<file path="src/rtl/pwmsl_pkg.sv">
package pwmsl_pkg;

    localparam int CH_NUM  = 3;
    localparam int WORD_W  = 16;
    localparam int SLOT_W  = 6;
    localparam int SEL_W   = 2;
    localparam int ERR_BIT = 3;
    localparam int END_LSB = 5;
    localparam int STAT_W  = 8;

    typedef enum logic [2:0] {
        ST_IDLE,
        ST_WR_PAR,
        ST_WR_HI,
        ST_WR_LO,
        ST_GO_PAR,
        ST_HALT_PAR
    } cmd_state_t;

    typedef enum logic {
        CH_IDLE,
        CH_RUN
    } ch_state_t;

    typedef struct packed {
        logic [SLOT_W-1:0] slot;
        logic [SEL_W-1:0]  chan;
    } par_t;

endpackage

</file>
<file path="src/rtl/pwmsl_cmd_fsm.sv">
module pwmsl_cmd_fsm
    import pwmsl_pkg::*;
#(
    parameter int         SLOTS    = 60,
    parameter logic [7:0] OP_WRITE = 8'hC1,
    parameter logic [7:0] OP_GO    = 8'hC2,
    parameter logic [7:0] OP_HALT  = 8'hC3
) (
    input  logic              clk,
    input  logic              rst_n,
    input  logic              byte_valid,
    input  logic              byte_sof,
    input  logic [7:0]        byte_data,
    output logic              mem_clr,
    output logic              mem_hi_we,
    output logic              mem_lo_we,
    output logic [SLOT_W-1:0] mem_slot,
    output logic              go_en,
    output logic              halt_en,
    output logic [SEL_W-1:0]  sel_ch,
    output logic [SLOT_W-1:0] par_slot,
    output logic              bad_par
);

    localparam logic [SLOT_W-1:0] LAST = SLOT_W'(SLOTS - 1);

    cmd_state_t        state_q, state_d;
    logic [SLOT_W-1:0] slot_q;
    par_t              par;
    logic              data_byte;
    logic              chan_ok;
    logic              full_ok;

    assign par       = par_t'(byte_data);
    assign data_byte = byte_valid && !byte_sof;
    assign chan_ok   = (par.chan != '0);
    assign full_ok   = chan_ok && (par.slot <= LAST);
    assign sel_ch    = par.chan - SEL_W'(1);
    assign par_slot  = par.slot;
    assign mem_slot  = (state_q == ST_WR_PAR) ? par.slot : slot_q;

    always_ff @(posedge clk) begin
        if (!rst_n) begin
            state_q <= ST_IDLE;
            slot_q  <= '0;
        end else begin
            state_q <= state_d;
            if (data_byte && state_q == ST_WR_PAR && full_ok) begin
                slot_q <= par.slot;
            end
        end
    end

    always_comb begin
        state_d = state_q;
        if (byte_valid && byte_sof) begin
            if (byte_data == OP_WRITE) begin
                state_d = ST_WR_PAR;
            end else if (byte_data == OP_GO) begin
                state_d = ST_GO_PAR;
            end else if (byte_data == OP_HALT) begin
                state_d = ST_HALT_PAR;
            end else begin
                state_d = ST_IDLE;
            end
        end else if (data_byte) begin
            unique case (state_q)
                ST_IDLE:     state_d = ST_IDLE;
                ST_WR_PAR:   state_d = full_ok ? ST_WR_HI : ST_IDLE;
                ST_WR_HI:    state_d = ST_WR_LO;
                ST_WR_LO:    state_d = ST_IDLE;
                ST_GO_PAR:   state_d = ST_IDLE;
                ST_HALT_PAR: state_d = ST_IDLE;
            endcase
        end
    end

    always_comb begin
        mem_clr   = 1'b0;
        mem_hi_we = 1'b0;
        mem_lo_we = 1'b0;
        go_en     = 1'b0;
        halt_en   = 1'b0;
        bad_par   = 1'b0;
        if (data_byte) begin
            unique case (state_q)
                ST_IDLE: begin
                end
                ST_WR_PAR: begin
                    mem_clr = full_ok;
                    bad_par = !full_ok;
                end
                ST_WR_HI: begin
                    mem_hi_we = 1'b1;
                end
                ST_WR_LO: begin
                    mem_lo_we = 1'b1;
                end
                ST_GO_PAR: begin
                    go_en   = full_ok;
                    bad_par = !full_ok;
                end
                ST_HALT_PAR: begin
                    halt_en = chan_ok;
                    bad_par = !chan_ok;
                end
            endcase
        end
    end

endmodule

</file>
<file path="src/rtl/pwmsl_script_mem.sv">
module pwmsl_script_mem
    import pwmsl_pkg::*;
#(
    parameter int SLOTS = 60,
    parameter int PORTS = 3
) (
    input  logic                      clk,
    input  logic                      rst_n,
    input  logic                      clr,
    input  logic                      hi_we,
    input  logic                      lo_we,
    input  logic [SLOT_W-1:0]         wr_slot,
    input  logic [7:0]                wr_byte,
    input  logic [PORTS*SLOT_W-1:0]   rd_addr,
    output logic [PORTS*WORD_W-1:0]   rd_data
);

    logic [WORD_W-1:0] mem_q [SLOTS];

    always_ff @(posedge clk) begin
        if (!rst_n) begin
            for (int i = 0; i < SLOTS; i++) begin
                mem_q[i] <= '0;
            end
        end else if (32'(wr_slot) < SLOTS) begin
            if (clr) begin
                mem_q[wr_slot] <= '0;
            end else if (hi_we) begin
                mem_q[wr_slot][WORD_W-1:8] <= wr_byte;
            end else if (lo_we) begin
                mem_q[wr_slot][7:0] <= wr_byte;
            end
        end
    end

    for (genvar p = 0; p < PORTS; p++) begin : g_rd
        logic [SLOT_W-1:0] a;
        assign a = rd_addr[p*SLOT_W +: SLOT_W];
        assign rd_data[p*WORD_W +: WORD_W] = (32'(a) < SLOTS) ? mem_q[a] : '0;
    end

endmodule

</file>
<file path="src/rtl/pwmsl_channel.sv">
module pwmsl_channel
    import pwmsl_pkg::*;
#(
    parameter int SLOTS = 60
) (
    input  logic              clk,
    input  logic              rst_n,
    input  logic              tick_en,
    input  logic              go,
    input  logic              halt,
    input  logic [SLOT_W-1:0] go_slot,
    output logic [SLOT_W-1:0] rd_addr,
    input  logic [WORD_W-1:0] rd_word,
    output logic              running,
    output logic              fetch_valid,
    output logic [WORD_W-1:0] fetch_word,
    output logic              end_now
);

    localparam logic [SLOT_W-1:0] LAST = SLOT_W'(SLOTS - 1);

    ch_state_t         state_q, state_d;
    logic [SLOT_W-1:0] ptr_q;
    logic              step;

    assign rd_addr = ptr_q;
    assign running = (state_q == CH_RUN);

    always_ff @(posedge clk) begin
        if (!rst_n) begin
            state_q     <= CH_IDLE;
            ptr_q       <= '0;
            fetch_valid <= 1'b0;
            fetch_word  <= '0;
        end else begin
            state_q     <= state_d;
            fetch_valid <= step;
            if (go) begin
                ptr_q <= go_slot;
            end else if (step && ptr_q != LAST) begin
                ptr_q <= ptr_q + SLOT_W'(1);
            end
            if (step) begin
                fetch_word <= rd_word;
            end
        end
    end

    always_comb begin
        state_d = state_q;
        step    = 1'b0;
        end_now = 1'b0;
        unique case (state_q)
            CH_IDLE: begin
                if (go) begin
                    state_d = CH_RUN;
                end
            end
            CH_RUN: begin
                if (go) begin
                    state_d = CH_RUN;
                end else if (halt) begin
                    state_d = CH_IDLE;
                end else if (tick_en) begin
                    if (rd_word == '0) begin
                        end_now = 1'b1;
                        state_d = CH_IDLE;
                    end else begin
                        step = 1'b1;
                        if (ptr_q == LAST) begin
                            end_now = 1'b1;
                            state_d = CH_IDLE;
                        end
                    end
                end
            end
        endcase
    end

endmodule

</file>
<file path="src/rtl/pwm_script_loader.sv">
module pwm_script_loader
    import pwmsl_pkg::*;
#(
    parameter int         SLOTS    = 60,
    parameter logic [7:0] OP_WRITE = 8'hC1,
    parameter logic [7:0] OP_GO    = 8'hC2,
    parameter logic [7:0] OP_HALT  = 8'hC3
) (
    input  logic                     clk,
    input  logic                     rst_n,
    input  logic                     byte_valid,
    input  logic                     byte_sof,
    input  logic [7:0]               byte_data,
    input  logic                     tick_en,
    input  logic                     int_ack,
    output logic [CH_NUM-1:0]        run,
    output logic [CH_NUM-1:0]        fetch_valid,
    output logic [CH_NUM*WORD_W-1:0] fetch_words,
    output logic [STAT_W-1:0]        int_status
);

    logic                     mem_clr, mem_hi_we, mem_lo_we;
    logic [SLOT_W-1:0]        mem_slot;
    logic                     go_en, halt_en, bad_par;
    logic [SEL_W-1:0]         sel_ch;
    logic [SLOT_W-1:0]        par_slot;
    logic [CH_NUM*SLOT_W-1:0] rd_addr;
    logic [CH_NUM*WORD_W-1:0] rd_data;
    logic [CH_NUM-1:0]        end_vec;
    logic [STAT_W-1:0]        stat_q, stat_set;

    pwmsl_cmd_fsm #(
        .SLOTS(SLOTS), .OP_WRITE(OP_WRITE), .OP_GO(OP_GO), .OP_HALT(OP_HALT)
    ) u_cmd (
        .clk(clk), .rst_n(rst_n),
        .byte_valid(byte_valid), .byte_sof(byte_sof), .byte_data(byte_data),
        .mem_clr(mem_clr), .mem_hi_we(mem_hi_we), .mem_lo_we(mem_lo_we),
        .mem_slot(mem_slot), .go_en(go_en), .halt_en(halt_en),
        .sel_ch(sel_ch), .par_slot(par_slot), .bad_par(bad_par)
    );

    pwmsl_script_mem #(.SLOTS(SLOTS), .PORTS(CH_NUM)) u_mem (
        .clk(clk), .rst_n(rst_n),
        .clr(mem_clr), .hi_we(mem_hi_we), .lo_we(mem_lo_we),
        .wr_slot(mem_slot), .wr_byte(byte_data),
        .rd_addr(rd_addr), .rd_data(rd_data)
    );

    for (genvar n = 0; n < CH_NUM; n++) begin : g_ch
        logic hit;
        assign hit = (sel_ch == SEL_W'(n));
        pwmsl_channel #(.SLOTS(SLOTS)) u_seq (
            .clk(clk), .rst_n(rst_n), .tick_en(tick_en),
            .go(go_en && hit), .halt(halt_en && hit), .go_slot(par_slot),
            .rd_addr(rd_addr[n*SLOT_W +: SLOT_W]),
            .rd_word(rd_data[n*WORD_W +: WORD_W]),
            .running(run[n]), .fetch_valid(fetch_valid[n]),
            .fetch_word(fetch_words[n*WORD_W +: WORD_W]),
            .end_now(end_vec[n])
        );
    end

    always_comb begin
        stat_set = '0;
        stat_set[ERR_BIT] = bad_par;
        stat_set[END_LSB +: CH_NUM] = end_vec;
    end

    always_ff @(posedge clk) begin
        if (!rst_n) begin
            stat_q <= '0;
        end else begin
            stat_q <= (int_ack ? '0 : stat_q) | stat_set;
        end
    end

    assign int_status = stat_q;

endmodule

</file>
<file path="config.mk">
export PLATFORM = sky130hd
export DESIGN_NAME = pwm_script_loader
export DESIGN_NICKNAME = d
export VERILOG_FILES = /design/src/rtl/pwmsl_pkg.sv /design/src/rtl/pwmsl_cmd_fsm.sv /design/src/rtl/pwmsl_script_mem.sv /design/src/rtl/pwmsl_channel.sv /design/src/rtl/pwm_script_loader.sv
export SDC_FILE = /design/constraint.sdc
export NUM_CORES = 2
export LEC_CHECK = 0
export BUFFER_PORTS_ARGS = -buffer_cell sky130_fd_sc_hd__buf_2
export CORE_UTILIZATION = 55
export DETAILED_ROUTE_END_ITERATION = 7
export PLACE_DENSITY = 0.79
export SYNTH_ARGS = -nofsm -noshare
export SYNTH_HDL_FRONTEND = slang
export SYNTH_SLANG_ARGS = --single-unit
</file>
<file path="constraint.sdc">
create_clock -name clk -period 4.3 [get_ports clk]
set_input_delay 0.86 -clock clk [delete_from_list [all_inputs] [get_ports clk]]
set_output_delay 0.86 -clock clk [all_outputs]
set_load 0.005 [all_outputs]
</file>
# Word level (Yosys, flattened, before mapping)
# Memories as Yosys holds them, arrays and structs flattened. A register that Yosys moved wholly into a read port is not among the register bits.
# Index checks and enable logic that the tools add are counted.
dict set report totals {
  out_inout_bits 62
  memories 1
  ramBits 960
  regBits 89
  word_cells 188
  in_bits 14
}
dict set report op_classes {
  magnitude_cmp 5
  addsub 4
  n_mux 111
  bitwise_logic 6
  reduce_logical 30
  n_eq_ne 16
}
# name words width rd rd_clocked_by_memory_dff write_ports line_no
set mem_list {}
lappend mem_list {u_mem.mem_q 60 16 3 3 60 pwmsl_script_mem.sv:18} ;# logic [WORD_W-1:0] mem_q [SLOTS];
# cell count
set ops {}
lappend ops {{6-bit two-way mux} 14}
lappend ops {{1-bit two-way mux} 78}
lappend ops {{16-bit two-way mux} 4}
lappend ops {{16-bit zero test} 3}
lappend ops {{8-bit == test (second input constant)} 3}
lappend ops {{6-bit less-than comparator (second input constant)} 4}
lappend ops {{8-bit two-way mux} 3}
lappend ops {{6-bit by 1-bit adder with 6-bit output (second input constant)} 3}
lappend ops {{6-bit == test (second input constant)} 3}
lappend ops {{6-bit != test (second input constant)} 3}
lappend ops {{16-bit OR reduction} 1}
lappend ops {{3-bit two-way mux} 5}
lappend ops {{1-bit logical AND} 14}
lappend ops {{2-bit nonzero test} 5}
lappend ops {{3-bit case mux with 3 select lines} 1}
lappend ops {{8-bit OR} 1}
lappend ops {{1-bit case mux with 2 select lines} 4}
lappend ops {{3-bit by 2-bit == test with 1-bit output (second input constant)} 2}
lappend ops {{3-bit == test (second input constant)} 2}
lappend ops {{6-bit less-or-equal comparator (second input constant)} 1}
lappend ops {{2-bit two-way mux} 2}
lappend ops {{4-bit OR reduction} 1}
lappend ops {{3-bit by 1-bit == test with 1-bit output (second input constant)} 1}
lappend ops {{1-bit zero test} 3}
lappend ops {{other kinds (8)} 11}

# Depth between registers and ports, before layout
dict set report logic_depth {
  word_depth 13
  ltp_mapped 18
  mapped_depth_nobuf 10
}

# By module
# Synthesis repeated with hierarchy kept, for this count alone.
dict set report hier_totals {
  cells_unflattened 4925
  area_unflattened_um2 64908.5
}
# mod area_each_um2 seq_area_each_um2 cells_each n_inst
set modules_own_cells {}
lappend modules_own_cells {pwmsl_script_mem 60618.1 30749.5 4427 1}
lappend modules_own_cells {pwmsl_channel 1127.3 480.5 132 3}
lappend modules_own_cells {pwmsl_cmd_fsm 689.4 180.2 79 1}
lappend modules_own_cells {pwm_script_loader 219.0 80.1 23 1}

# Worst setup path before layout
# Ideal clock, no wire load.
dict set report synth_path {
  path_kind {input to register}
  from {input byte_data[7]}
  to {memory u_mem.mem_q[37][0], enable pin}
  stages 11
  path_slack_ns 0.780
  setup_ns 0.303
  n_path_buf 4
  t_required_ns 3.997
  arrival_ns 3.216
  cell_sequence {clkbuf_1 mux2i_1 nor3_1 a21oi_1 and2_1 clkbuf_1 a21oi_1 clkbuf_1 or2_2 clkbuf_1 nand2_1}
}
# item line_no
set synth_rtl {}
lappend synth_rtl {{from (decl)} pwm_script_loader.sv:13} ;# input logic [7:0] byte_data,
lappend synth_rtl {{to (decl)} pwmsl_script_mem.sv:18}

==> results.py <==
metrics = {
    "sta": {
        "final_hold_viol_count": 0,
        "post-route-period-util_pct": 103,
        "setup_slack_ns": -0.116,
        "worst_slew_pin_slew_ns": 1.45,
        "finalCriticalPeriod_ns": 4.42,
        "setup_viol": 20,
        "rsz0062_at_grt": "false",
        "slew_headroom_pct": 2.00,
        "fmax_ghz": 0.226,
        "fin_tns_setup_ns": -0.731,
        "maxSlewViolCount": 0,
        "clock_skew_ns": 0.0352,
    },
    "logic_synthesis": {
        "syn_area_sq_um": 65800,
        "synth_commonest_cells": "1,077 x nor2_1, 1,024 x edfxtp_1, 775 x mux4_2",
        "ys_ff_latch": 1127,
        "ys_seq_area_share_pct": 49.9,
        "synth_ff_type": "edfxtp_1",
        "synth_largest_area_cell": "edfxtp_1",
        "synth_warnings": 0,
        "postSynthCellCount": 4865,
        "synth.most_common_cell": "nor2_1",
        "synth_edf_count": 1024,
        "yosysTopAreaCellShare_pct": 46.8,
        "synthTopCellsByArea": "edfxtp_1 47%, mux4_2 27%, nor2_1 6.1%, mux2i_1 3.5%, dfxtp_1 3.1%",
        "avgSynthCellArea_sq_um": 13.5,
        "synthArstFlopShare_pct": 0,
        "yosysUniqueCellTypes": 78,
    },
    "pwr": {
        "clkPwrFrac_pct": 43.3,
        "swShare_pct": 23.5,
        "finalPower_mw": 24.4,
        "p_switching_mw": 5.72,
        "pwr_density_cell_nw_per_um2": 321,
        "vdd_drop_max_uv": 355,
        "intPower_mw": 18.7,
        "comb_power_share_pct": 4.9,
        "seqPwrFrac_pct": 51.8,
        "power.leakage_nw": 25.0,
    },
    "routing": {
        "drtPass1Iterations": 6,
        "drtIter0Drc": 10458,
        "ant_nets": 0,
        "routed_via_density": 7.74,
        "wl_per_cell_um": 40.5,
        "drc_errors": 0,
        "routed_wl_um": 281000,
        "vias": 53670,
    },
    "global_routing": {
        "grt-ovfl-total": 0,
        "grt_pass1_wl_um": 387000,
        "grt_util_met3_pct": 19.5,
        "first_global_vias": 49863,
        "use_met2_pct": 65.2,
        "met1_usage_pct": 59.7,
        "grt_max_degree": 114,
        "top_usage_layer": "met2",
        "grt_use_total_pct": 46.3,
        "antenna_found_initial": 17,
    },
    "die": {
        "core_sq_um": 118000,
        "die_h_um": 348,
        "io_pins": 76,
        "die_area_sq_um": 121000,
        "start_util_pct": 55.6,
        "die_x_um": 348,
        "rows": 126,
    },
    "clock_network": {
        "path_clk_slew_ns": 0.07,
        "cts.path.max_buffers": 3,
        "cts-hold-fix-buffers": 0,
        "clock-root-buffer": "clkbuf_16",
        "ctsHtreeMaxLevel": 3,
        "numCtsBuffers": 119,
        "clock_latency_ns": 0.78,
        "clock-sinks": 1127,
        "cts_tree": "done",
    },
    "hold_path": {
        "min-delay-start": "tick_en",
        "hold_class": "in -> reg",
    },
    "cells_and_area": {
        "nFillCells": 8558,
        "drive_gt1_share_pct": 33.6,
        "finish.net_count": 5303,
        "syn_to_final_growth_pct": 15.5,
        "post-route-cell-area_sq_um": 75900,
    },
    "status": {
        "violations": "setup timing",
        "status": "finished, violations left",
    },
    "placed_design": {
        "dpl.hpwl_um": 208000,
        "place.gp.congestion": 1.11,
        "dp_slack_ns": -0.0179,
        "io_buffers": 71,
        "dpl-instance-area_sq_um": 71700,
    },
    "critical_path": {
        "critPathLaunchType": "flop",
        "cp-end-kind": "flop",
        "crit_fanout": 27,
        "crit_arrival_ns": 5.11,
        "path_class": "reg -> reg",
        "cp.required_ns": 4.99,
    },
    "flow_run": {
        "maxCapViolations": 0,
    },
}
placed cells by master (no fill, tap or decap), types with 12 or more instances in the layout:
cell type,Yosys,layout
buf_12,0,78
clkinv_1,0,18
edfxtp_1,1024,1024
inv_1,29,29
o21ai_0,150,150
buf_2,134,70
o221ai_1,15,14
nand2_1,273,257
clkbuf_1,270,23
nor2_1,1077,1076
clkbuf_16,0,121
nand3b_1,12,12
or3_1,16,16
nor2b_1,26,25
conb_1,1,68
a21oi_1,91,88
o2111ai_1,14,14
nand2_2,0,16
nand4_1,15,15
a211oi_1,37,36
mux2_2,23,23
o22ai_1,59,58
buf_4,75,588
or2_2,29,29
nand3_1,40,40
o21ai_1,12,12
and2_1,12,12
diode_2,0,13
a31oi_1,36,36
a221oi_1,28,27
nand2b_1,24,24
mux2i_1,230,228
mux4_2,775,775
dfxtp_1,103,88
nor3_1,27,27
a22oi_1,34,34
critical path, cell delays in order, from the launching register on:
cell      delay [ns]
dfxtp_4         0.77
buf_4           0.34
mux4_2          0.21
mux2i_1         0.09
a211o_1         0.31
a221oi_1        1.04
a31o_2          0.39
nor4_1          0.09
nand4_1         0.15
nand2_1         0.17
or3_1           0.49
a31oi_1         0.22
area by class of cell:
| class | count | area (sq um) | share of cell area, % |
|---|---|---|---|
| multi-input combinational | 3268 | 30800 | 40.5 |
| tap | 1536 | 1920 | 2.53 |
| clock inverter | 67 | 678 | 0.893 |
| antenna | 13 | 32.5 | 0.0429 |
| inverter | 33 | 124 | 0.163 |
| clock buffer | 152 | 3210 | 4.22 |
| sequential | 1127 | 32900 | 43.3 |
| timing repair buffer | 737 | 6340 | 8.35 |
metal layers:
metal	up-vias	routed length [um]
met2	6033	117000
li1	19834	-
met4	20	21900
met3	1197	51000
met5	-	253
met1	26586	91100
power by group through the flow:
stage | clock [mW] | sequential [mW] | combinational, mW
floorplan | 0 | 12.6 | 0.657
detailed placement | 0 | 12.8 | 1.12
global route | 10.9 | 12.6 | 1.20
global placement | 0 | 12.8 | 1.11
finish | 10.6 | 12.6 | 1.19
CTS | 10.5 | 12.6 | 1.13
cells by family (layout without fill, tap and decap cells):
group / count (synthesis) / in the layout / share of synthesized area [%]
xor+xnor: 6 / 6 / 0.0799
flops: 1127 / 1127 / 49.9
other cells: 1 / 81 / 0.00570
buf+inv: 537 / 989 / 3.86
mux: 1028 / 1028 / 30.4
compound gates: 559 / 559 / 5.52
simple gates: 1604 / 1604 / 10.1
fa+ha+maj: 3 / 3 / 0.0571
repair_timing:
| action | 4_1_cts | 5_1_grt |
|---|---|---|
| endpoints found under the setup margin | 1 | 47 |
| endpoints found under the hold margin | 0 | 0 |
| buffers inserted | 3 | 16 |
| resized for setup | 1 | 7 |
flip-flops by register name, summed over array words and instances (netlist names), named ones only:
register	flops
u_cmd.slot_q	6
g_ch.u_seq.rd_addr	18
g_ch.u_seq.fetch_word	48
g_ch.u_seq.fetch_valid	3
u_mem.mem_q	1024
g_ch.u_seq.running	3
u_cmd.state_q	3
int_status	4
path summary, 6_finish.rpt:
kind	to	slack, ns	cells after the start
max reg2reg	flop	-0.12	11
min reg2reg	g_ch[0].u_seq.fetch_word[2]	0.46	2
min	g_ch[1].u_seq.running	0.41	2
max	flop	-0.12	11
metrics by stage:
stage                     instances  util [%]  hold slack, ns
final                          6933      64.2           0.406
after global placement         6682      60.7           0.439
after detailed placement       6682      60.7           0.444
after global routing           6921      64.2           0.397
after floorplan                4932         -           0.448
after CTS                      6904      64.0           0.375
(Power assumes the default switching activity.)
